$ cat config.mk
export PLATFORM = sky130hd
export DESIGN_NAME = iic_mrx_engine
export DESIGN_NICKNAME = d
export VERILOG_FILES = /design/src/rtl/iic_mrx_pkg.sv /design/src/rtl/iic_mrx_sync.sv /design/src/rtl/iic_mrx_timer.sv /design/src/rtl/iic_mrx_shift.sv /design/src/rtl/iic_mrx_engine.sv
export SDC_FILE = /design/constraint.sdc
export NUM_CORES = 1
export LEC_CHECK = 0
export BUFFER_PORTS_ARGS = -buffer_cell sky130_fd_sc_hd__buf_2
export CORE_ASPECT_RATIO = 1.25
export CORE_MARGIN = 1.5
export CORE_UTILIZATION = 55
export DETAILED_ROUTE_END_ITERATION = 7
export PLACE_DENSITY_LB_ADDON = 0.05
export SYNTH_ARGS = -nofsm -noshare
export SYNTH_HDL_FRONTEND = slang
export SYNTH_SLANG_ARGS = --single-unit
$ cat constraint.sdc
create_clock -name clk -period 2.2 [get_ports clk]
set_input_delay 0.44 -clock clk [delete_from_list [all_inputs] [get_ports clk]]
set_output_delay 0.44 -clock clk [all_outputs]
set_load 0.05 [all_outputs]
$ cat src/rtl/iic_mrx_pkg.sv
package iic_mrx_pkg;

   typedef enum logic [3:0] {
      ST_IDLE,
      ST_LOW,
      ST_RISE,
      ST_HIGH,
      ST_HOLD_D,
      ST_HOLD_A,
      ST_SP_PRE,
      ST_SP_WAIT,
      ST_SP_SETUP
   } mrx_state_e;

   function automatic int unsigned umax(input int unsigned a, input int unsigned b);
      return (a > b) ? a : b;
   endfunction

   function automatic int unsigned umin(input int unsigned a, input int unsigned b);
      return (a < b) ? a : b;
   endfunction

endpackage

$ cat src/rtl/iic_mrx_sync.sv
module iic_mrx_sync #(
   parameter int unsigned STAGES  = 2,
   parameter bit          RST_VAL = 1'b1
) (
   input  logic clk,
   input  logic rst_n,
   input  logic d_i,
   output logic q_o
);

   generate
      if (STAGES > 4) begin : g_bad_stages
         $error("iic_mrx_sync: STAGES must be 0 to 4");
      end

      if (STAGES == 0) begin : g_bypass
         assign q_o = d_i;
      end else begin : g_chain
         logic [STAGES-1:0] sh_q;
         always_ff @(posedge clk or negedge rst_n) begin
            if (!rst_n) begin
               sh_q <= {STAGES{RST_VAL}};
            end else if (STAGES == 1) begin
               sh_q[0] <= d_i;
            end else begin
               sh_q <= {sh_q[STAGES-2:0], d_i};
            end
         end
         assign q_o = sh_q[STAGES-1];
      end
   endgenerate

endmodule

$ cat src/rtl/iic_mrx_timer.sv
module iic_mrx_timer #(
   parameter int unsigned W = 10
) (
   input  logic         clk,
   input  logic         rst_n,
   input  logic         load_i,
   input  logic [W-1:0] val_i,
   output logic         zero_o
);

   logic [W-1:0] cnt_q;

   always_ff @(posedge clk or negedge rst_n) begin
      if (!rst_n) begin
         cnt_q <= '0;
      end else if (load_i) begin
         cnt_q <= val_i;
      end else if (cnt_q != '0) begin
         cnt_q <= cnt_q - 1'b1;
      end
   end

   assign zero_o = (cnt_q == '0);

   AST_TMR_NO_WRAP: assert property (@(posedge clk) disable iff (!rst_n)
      (!load_i && cnt_q == '0) |=> (cnt_q == '0));

endmodule

$ cat src/rtl/iic_mrx_shift.sv
module iic_mrx_shift #(
   parameter int unsigned DATA_W = 8
) (
   input  logic              clk,
   input  logic              rst_n,
   input  logic              en_i,
   input  logic              bit_i,
   output logic [DATA_W-1:0] data_o
);

   logic [DATA_W-1:0] sr_q;

   generate
      if (DATA_W < 2) begin : g_bad_width
         $error("iic_mrx_shift: DATA_W must be at least 2");
      end
   endgenerate

   always_ff @(posedge clk or negedge rst_n) begin
      if (!rst_n) begin
         sr_q <= '0;
      end else if (en_i) begin
         sr_q <= {sr_q[DATA_W-2:0], bit_i};
      end
   end

   assign data_o = sr_q;

   AST_SHIFT_HOLDS: assert property (@(posedge clk) disable iff (!rst_n)
      !en_i |=> $stable(sr_q));

endmodule

$ cat src/rtl/iic_mrx_engine.sv
module iic_mrx_engine
   import iic_mrx_pkg::*;
#(
   parameter int unsigned DATA_W      = 8,
   parameter int unsigned SYNC_STAGES = 2,
   parameter int unsigned HALF_STD    = 1000,
   parameter int unsigned HALF_FAST   = 250,
   parameter int unsigned SETUP_STD   = 800,
   parameter int unsigned SETUP_FAST  = 120
) (
   input  logic              clk,
   input  logic              rst_n,
   input  logic              scl_i,
   input  logic              sda_i,
   input  logic              mode_fast_i,
   input  logic              ack_en_i,
   input  logic              wait_ack_i,
   input  logic              release_i,
   input  logic              stop_req_i,
   input  logic              byte_go_i,
   output logic              scl_pull_o,
   output logic              sda_pull_o,
   output logic              irq_o,
   output logic              busy_o,
   output logic [DATA_W-1:0] rx_data_o
);

   localparam int unsigned BIT_W   = $clog2(DATA_W + 1);
   localparam int unsigned MAX_T   = umax(umax(HALF_STD, HALF_FAST), umax(SETUP_STD, SETUP_FAST));
   localparam int unsigned CNT_W   = $clog2(MAX_T + 1);
   localparam int unsigned SU_MIN  = umin(SETUP_STD, SETUP_FAST);
   localparam logic [BIT_W-1:0] ACK_POS  = BIT_W'(DATA_W);
   localparam logic [BIT_W-1:0] LAST_POS = BIT_W'(DATA_W - 1);

   generate
      if (HALF_STD < 1 || HALF_FAST < 1) begin : g_bad_half
         $error("iic_mrx_engine: half periods must be at least 1");
      end
      if (SETUP_STD < 1 || SETUP_FAST < 1) begin : g_bad_setup
         $error("iic_mrx_engine: setup counts must be at least 1");
      end
   endgenerate

   mrx_state_e       st_q, st_d;
   logic [BIT_W-1:0] bit_q, bit_d;
   logic             ack_q;
   logic             irq_q, irq_d;
   logic             scl_s, sda_s;
   logic             tmr_load, tmr_zero;
   logic [CNT_W-1:0] tmr_val, half_val, su_val;
   logic             shift_en;

   iic_mrx_sync #(.STAGES(SYNC_STAGES), .RST_VAL(1'b1)) u_sync_scl (
      .clk(clk), .rst_n(rst_n), .d_i(scl_i), .q_o(scl_s));

   iic_mrx_sync #(.STAGES(SYNC_STAGES), .RST_VAL(1'b1)) u_sync_sda (
      .clk(clk), .rst_n(rst_n), .d_i(sda_i), .q_o(sda_s));

   iic_mrx_timer #(.W(CNT_W)) u_timer (
      .clk(clk), .rst_n(rst_n), .load_i(tmr_load), .val_i(tmr_val), .zero_o(tmr_zero));

   iic_mrx_shift #(.DATA_W(DATA_W)) u_shift (
      .clk(clk), .rst_n(rst_n), .en_i(shift_en), .bit_i(sda_s), .data_o(rx_data_o));

   assign half_val = mode_fast_i ? CNT_W'(HALF_FAST - 1) : CNT_W'(HALF_STD - 1);
   assign su_val   = mode_fast_i ? CNT_W'(SETUP_FAST - 1) : CNT_W'(SETUP_STD - 1);

   always_comb begin
      st_d     = st_q;
      bit_d    = bit_q;
      tmr_load = 1'b0;
      tmr_val  = half_val;
      shift_en = 1'b0;
      irq_d    = 1'b0;
      case (st_q)
         ST_IDLE: begin
            if (byte_go_i) begin
               st_d     = ST_LOW;
               bit_d    = '0;
               tmr_load = 1'b1;
            end
         end
         ST_LOW: begin
            if (tmr_zero) st_d = ST_RISE;
         end
         ST_RISE: begin
            if (scl_s) begin
               st_d     = ST_HIGH;
               tmr_load = 1'b1;
               shift_en = (bit_q < ACK_POS);
            end
         end
         ST_HIGH: begin
            if (tmr_zero) begin
               tmr_load = 1'b1;
               if (bit_q == ACK_POS) begin
                  if (wait_ack_i) begin
                     st_d  = ST_HOLD_A;
                     irq_d = 1'b1;
                  end else begin
                     st_d  = ST_LOW;
                     bit_d = '0;
                  end
               end else if (bit_q == LAST_POS) begin
                  bit_d = ACK_POS;
                  if (wait_ack_i) begin
                     st_d = ST_LOW;
                  end else begin
                     st_d  = ST_HOLD_D;
                     irq_d = 1'b1;
                  end
               end else begin
                  bit_d = BIT_W'(bit_q + 1'b1);
                  st_d  = ST_LOW;
               end
            end
         end
         ST_HOLD_D: begin
            if (release_i) begin
               st_d     = ST_LOW;
               tmr_load = 1'b1;
            end
         end
         ST_HOLD_A: begin
            if (stop_req_i) begin
               st_d     = ST_SP_PRE;
               tmr_load = 1'b1;
            end else if (release_i) begin
               st_d     = ST_LOW;
               bit_d    = '0;
               tmr_load = 1'b1;
            end
         end
         ST_SP_PRE: begin
            if (tmr_zero) st_d = ST_SP_WAIT;
         end
         ST_SP_WAIT: begin
            if (scl_s) begin
               st_d     = ST_SP_SETUP;
               tmr_load = 1'b1;
               tmr_val  = su_val;
            end
         end
         ST_SP_SETUP: begin
            if (tmr_zero) st_d = ST_IDLE;
         end
         default: st_d = ST_IDLE;
      endcase
   end

   always_ff @(posedge clk or negedge rst_n) begin
      if (!rst_n) begin
         st_q  <= ST_IDLE;
         bit_q <= '0;
         irq_q <= 1'b0;
      end else begin
         st_q  <= st_d;
         bit_q <= bit_d;
         irq_q <= irq_d;
      end
   end

   // response level is refreshed throughout the hold after the data bits
   always_ff @(posedge clk or negedge rst_n) begin
      if (!rst_n) begin
         ack_q <= 1'b0;
      end else if (st_q == ST_HOLD_D ||
                   (st_q == ST_HIGH && tmr_zero && bit_q == LAST_POS)) begin
         ack_q <= ack_en_i;
      end
   end

   assign scl_pull_o = (st_q == ST_LOW) || (st_q == ST_HOLD_D) ||
                       (st_q == ST_HOLD_A) || (st_q == ST_SP_PRE);

   assign sda_pull_o = (ack_q && bit_q == ACK_POS &&
                        (st_q == ST_LOW || st_q == ST_RISE ||
                         st_q == ST_HIGH || st_q == ST_HOLD_D)) ||
                       (st_q == ST_SP_PRE) || (st_q == ST_SP_WAIT) ||
                       (st_q == ST_SP_SETUP);

   assign irq_o  = irq_q;
   assign busy_o = (st_q != ST_IDLE);

   // checker state: cycles spent in the stop setup phase
   logic [CNT_W-1:0] su_cnt_q;
   always_ff @(posedge clk or negedge rst_n) begin
      if (!rst_n) begin
         su_cnt_q <= '0;
      end else if (st_q == ST_SP_SETUP) begin
         if (su_cnt_q != {CNT_W{1'b1}}) su_cnt_q <= su_cnt_q + 1'b1;
      end else begin
         su_cnt_q <= '0;
      end
   end

   AST_SDA_STILL_SCL_HIGH: assert property (@(posedge clk) disable iff (!rst_n)
      (st_q == ST_HIGH && $past(st_q) == ST_HIGH) |-> $stable(sda_pull_o));

   AST_IRQ_WHILE_HELD: assert property (@(posedge clk) disable iff (!rst_n)
      irq_o |-> scl_pull_o);

   AST_HOLD_D_IGNORES_STOP: assert property (@(posedge clk) disable iff (!rst_n)
      (st_q == ST_HOLD_D && !release_i) |=> (st_q == ST_HOLD_D));

   AST_STOP_WAITS_SCL: assert property (@(posedge clk) disable iff (!rst_n)
      (st_q == ST_SP_WAIT && !scl_s) |=> (st_q == ST_SP_WAIT && sda_pull_o));

   AST_SETUP_LONG_ENOUGH: assert property (@(posedge clk) disable iff (!rst_n)
      (st_q == ST_IDLE && $past(st_q) == ST_SP_SETUP) |-> (su_cnt_q >= CNT_W'(SU_MIN)));

   AST_BUSY_ENDS_WITH_SDA: assert property (@(posedge clk) disable iff (!rst_n)
      $fell(busy_o) |-> $fell(sda_pull_o));

endmodule

==> metrics.md <==
| Metric | Value |
|---|---|
| Status | complete, no violations |
| Wire length per cell | 17.1 µm |
| Maximum clock path buffer count | 2 |
| Initial antenna violation count | 0 |
| Row cnt | 24 |
| R2R setup slack | 170 ps |
| Global route total overflow | 0 |
| Syn avg cell area | 10.2 µm² |
| TritonRoute pass-1 iters | 4 |
| R2R depth | 5 |
| Cells after Synth | 197 |
| Fin crit share | 98.0% |
| Max-cap violations | 0 |
| TNS Setup | 0 ps |
| Initial DRC Count | 79 |
| Synth Cell Area | 0.00201 mm² |
| Die X | 57.1 µm |
| Via Count | 1,650 |
| Arrival @ worst endpoint | 1720 ps |
| Post-DP HPWL | 3.19 mm |
| CP max-delay cell | dfrtp_1 |
| Clock transition at path regs | 70 ps |
| FFs w/ async S/R, synth | 100% |
| Pwr Density | 1290 mW/mm² |
| Final wirelength | 4.49 mm |
| LEAKAGE | 0.00111 µW |
| Final setup violation count | 0 |
| Rel. slew slack | 52.3% |
| Cts bufs inserted | 5 |
| Synth top area cells | dfrtp_1, dfstp_2, mux2_1 |
| Crit Reg-Reg Startpoint | st_q[0]$_DFFE_PN0P_ |
| CTS Root Cell | clkbuf_8 |
| Hold Crit Class | in -> async |
| Largest net degree at the start of global routing | 33 |
| Share of layout cells above drive strength 1 | 30.8% |
| GRT Overall Usage | 23.2% |
| Netlist cell types | 60 |
| Worst Skew | 2.05 ps |
| Crit-path leading delay family | flip-flops |
| Area growth syn-to-layout | 17.3% |
| Starting density of the core | 57.8% |
| Crit Path Max Fanout | 3 |
| Clock sinks | 32 |
| Final Hold Fails | 0 |
| Max-slew violations | 0 |
| Register area share after synthesis | 40.0% |
| Critical Path Sink Type | output port |
| Port bufs | 21 |
| Worst Tran Pin Value | 715 ps |
| Post-synth EDFFs | 0 |
| R2R Path End | bit_q[1]$_DFFE_PN0P_ |
| Global-route wire length before repair | 7.37 mm |
| Register bit total from synthesis | 32 |
| Util after Layout | 67.8% |
| Critical path, cell by cell | inv_2 -> ha_4 -> and3b_2 -> a21oi_4 -> o32ai_4 -> buf_6 |
| Ports | 22 |
| Via/cell ratio | 6.27 |
| Bufs and invs on worst path | 2 |
| RSZ-0062 raised after global routing | false |
| Required @ worst endpoint | 1760 ps |
| Die Area | 0.00403 mm² |
| Die Y-Extent | 70.6 µm |
| Total power | 3040 µW |
| Largest stage delay on the critical path | 400 ps |
| Vias in the first global route | 1,638 |
| H-tree depth | 2 |
| Share of the synthesized area in the top cell type | 34.8% |
| Clock Latency Late Sink | 280 ps |
| CP Launch Type | register |
| Critical path depth | 6 |
| DR DRC count | 0 |
| Final Wtd Congestion | 0.815 |
| CTS tree | yes |
| Post-synth net total | 214 |
| Antenna cell count | 0 |
| Maximum vdd drop | 0.913 mV |
| Fmax | 464 MHz |
| Layout Nets | 240 |
| Most frequently used flop master after synthesis | dfrtp_1 |
| Area leader, netlist | dfrtp_1 |
| Yosys warnings | 0 |
| Critical path class | reg -> out |
| Clock period minus worst slack | 2160 ps |
| Final ANT Viol Nets | 0 |
| Core ar. | 0.00348 mm² |
area by class of cell:
| cell class | count | area [µm²] |
|---|---|---|
| Timing Repair Buffer | 33 | 201 |
| Clock inverter | 3 | 42.5 |
| Sequential cell | 32 | 810 |
| Tap cell | 39 | 48.8 |
| Inverter | 10 | 37.5 |
| Multi-Input combinational cell | 141 | 1150 |
| Fill cell | 287 | 1120 |
| Clock buffer | 5 | 68.8 |
routing by layer:
metal | vias to the layer above | GRT usage [%] | share of wire (%)
met5 | - | 0 | 0
met4 | 0 | 6.72 | 1.3
met3 | 8 | 4.75 | 4.6
met2 | 46 | 41.4 | 54
met1 | 820 | 27.9 | 40
li1 | 776 | - | -
state kept, by name (all words and copies together), names as in the netlist:
signal	cells
st_q	4
u_shift.data_o	8
bit_q	4
u_sync_scl.g_chain.sh_q	2
u_timer.cnt_q	10
irq_o	1
ack_q	1
u_sync_sda.g_chain.sh_q	2
worst register-to-register path, delay by kind of cell (launching register included):
| family | cells | cell delay [ps] |
|---|---|---|
| AOI/OAI and AO/OA | 2 | 730 |
| DFF | 1 | 620 |
| buffers and inverters | 1 | 240 |
| and+or+nand+nor | 2 | 340 |
cells by family after synthesis:
| family | share of synthesized area [%] |
|---|---|
| compound gates | 16.3 |
| buf+inv | 5.41 |
| simple gates | 19.6 |
| mux | 10.4 |
| fa+ha+maj | 4.35 |
| xor+xnor | 3.92 |
| flops | 40.0 |
how the worst max path moves through the flow:
| stage | endpoint | startpoint | slack (ps) |
|---|---|---|---|
| global placement | sda_pull_o | bit_q[0]$_DFFE_PN0P_ | 210 |
| floorplan | sda_pull_o | bit_q[0]$_DFFE_PN0P_ | 160 |
| CTS | sda_pull_o | st_q[2]$_DFFE_PN0P_ | 30 |
| global route | sda_pull_o | bit_q[0]$_DFFE_PN0P_ | 4 |
| detailed placement | sda_pull_o | bit_q[1]$_DFFE_PN0P_ | 130 |
| finish | sda_pull_o | bit_q[0]$_DFFE_PN0P_ | 40 |
synth_stat cells (3+ instances only):
cell type,n
buf_2,9
xor2_1,7
mux2i_1,4
mux2_4,3
nand3b_1,3
ha_1,7
a31oi_1,3
o22ai_1,5
mux2_1,9
a21oi_1,9
nor2b_1,3
dfrtp_1,28
nand3_1,5
clkbuf_1,4
dfstp_2,4
nor2_1,11
inv_1,10
nor3_1,4
nand2_1,10
o21ai_0,4
report_power, final:
group	internal [µW]	total, µW	switching (µW)
logic	652	1480	827
registers	756	1010	252
clock network	335	557	223
timing repair:
action                                  4_1_cts  5_1_grt
pin swaps                                     0        1
gates resized for setup                       4       10
endpoints found under the setup margin        1        1
hold buffers                                  0        0
buffers inserted                              3        2
cells in the final DEF (no fill, tap or decap), drive strengths merged, types with 6 or more instances in the layout:
master / synthesis / routed
ha: 7 / 7
nand2: 10 / 10
mux2: 14 / 14
buf: 10 / 33
nand3: 6 / 6
a21oi: 9 / 9
xor2: 7 / 7
nor2: 11 / 11
dfrtp: 28 / 28
inv: 10 / 10
stage by stage:
step                setup slack, ps  instance area (µm²)  hold slack, ps  instances
finish                         44.6                 2360             208        263
global route                   3.94                 2360             237        263
CTS                            28.0                 2320             219        261
detailed placement              128                 2170             348        250
global placement                208                 2170             347        250
floorplan                       159                 2030             144        197
Note: power is estimated with default switching activity, not from simulation.
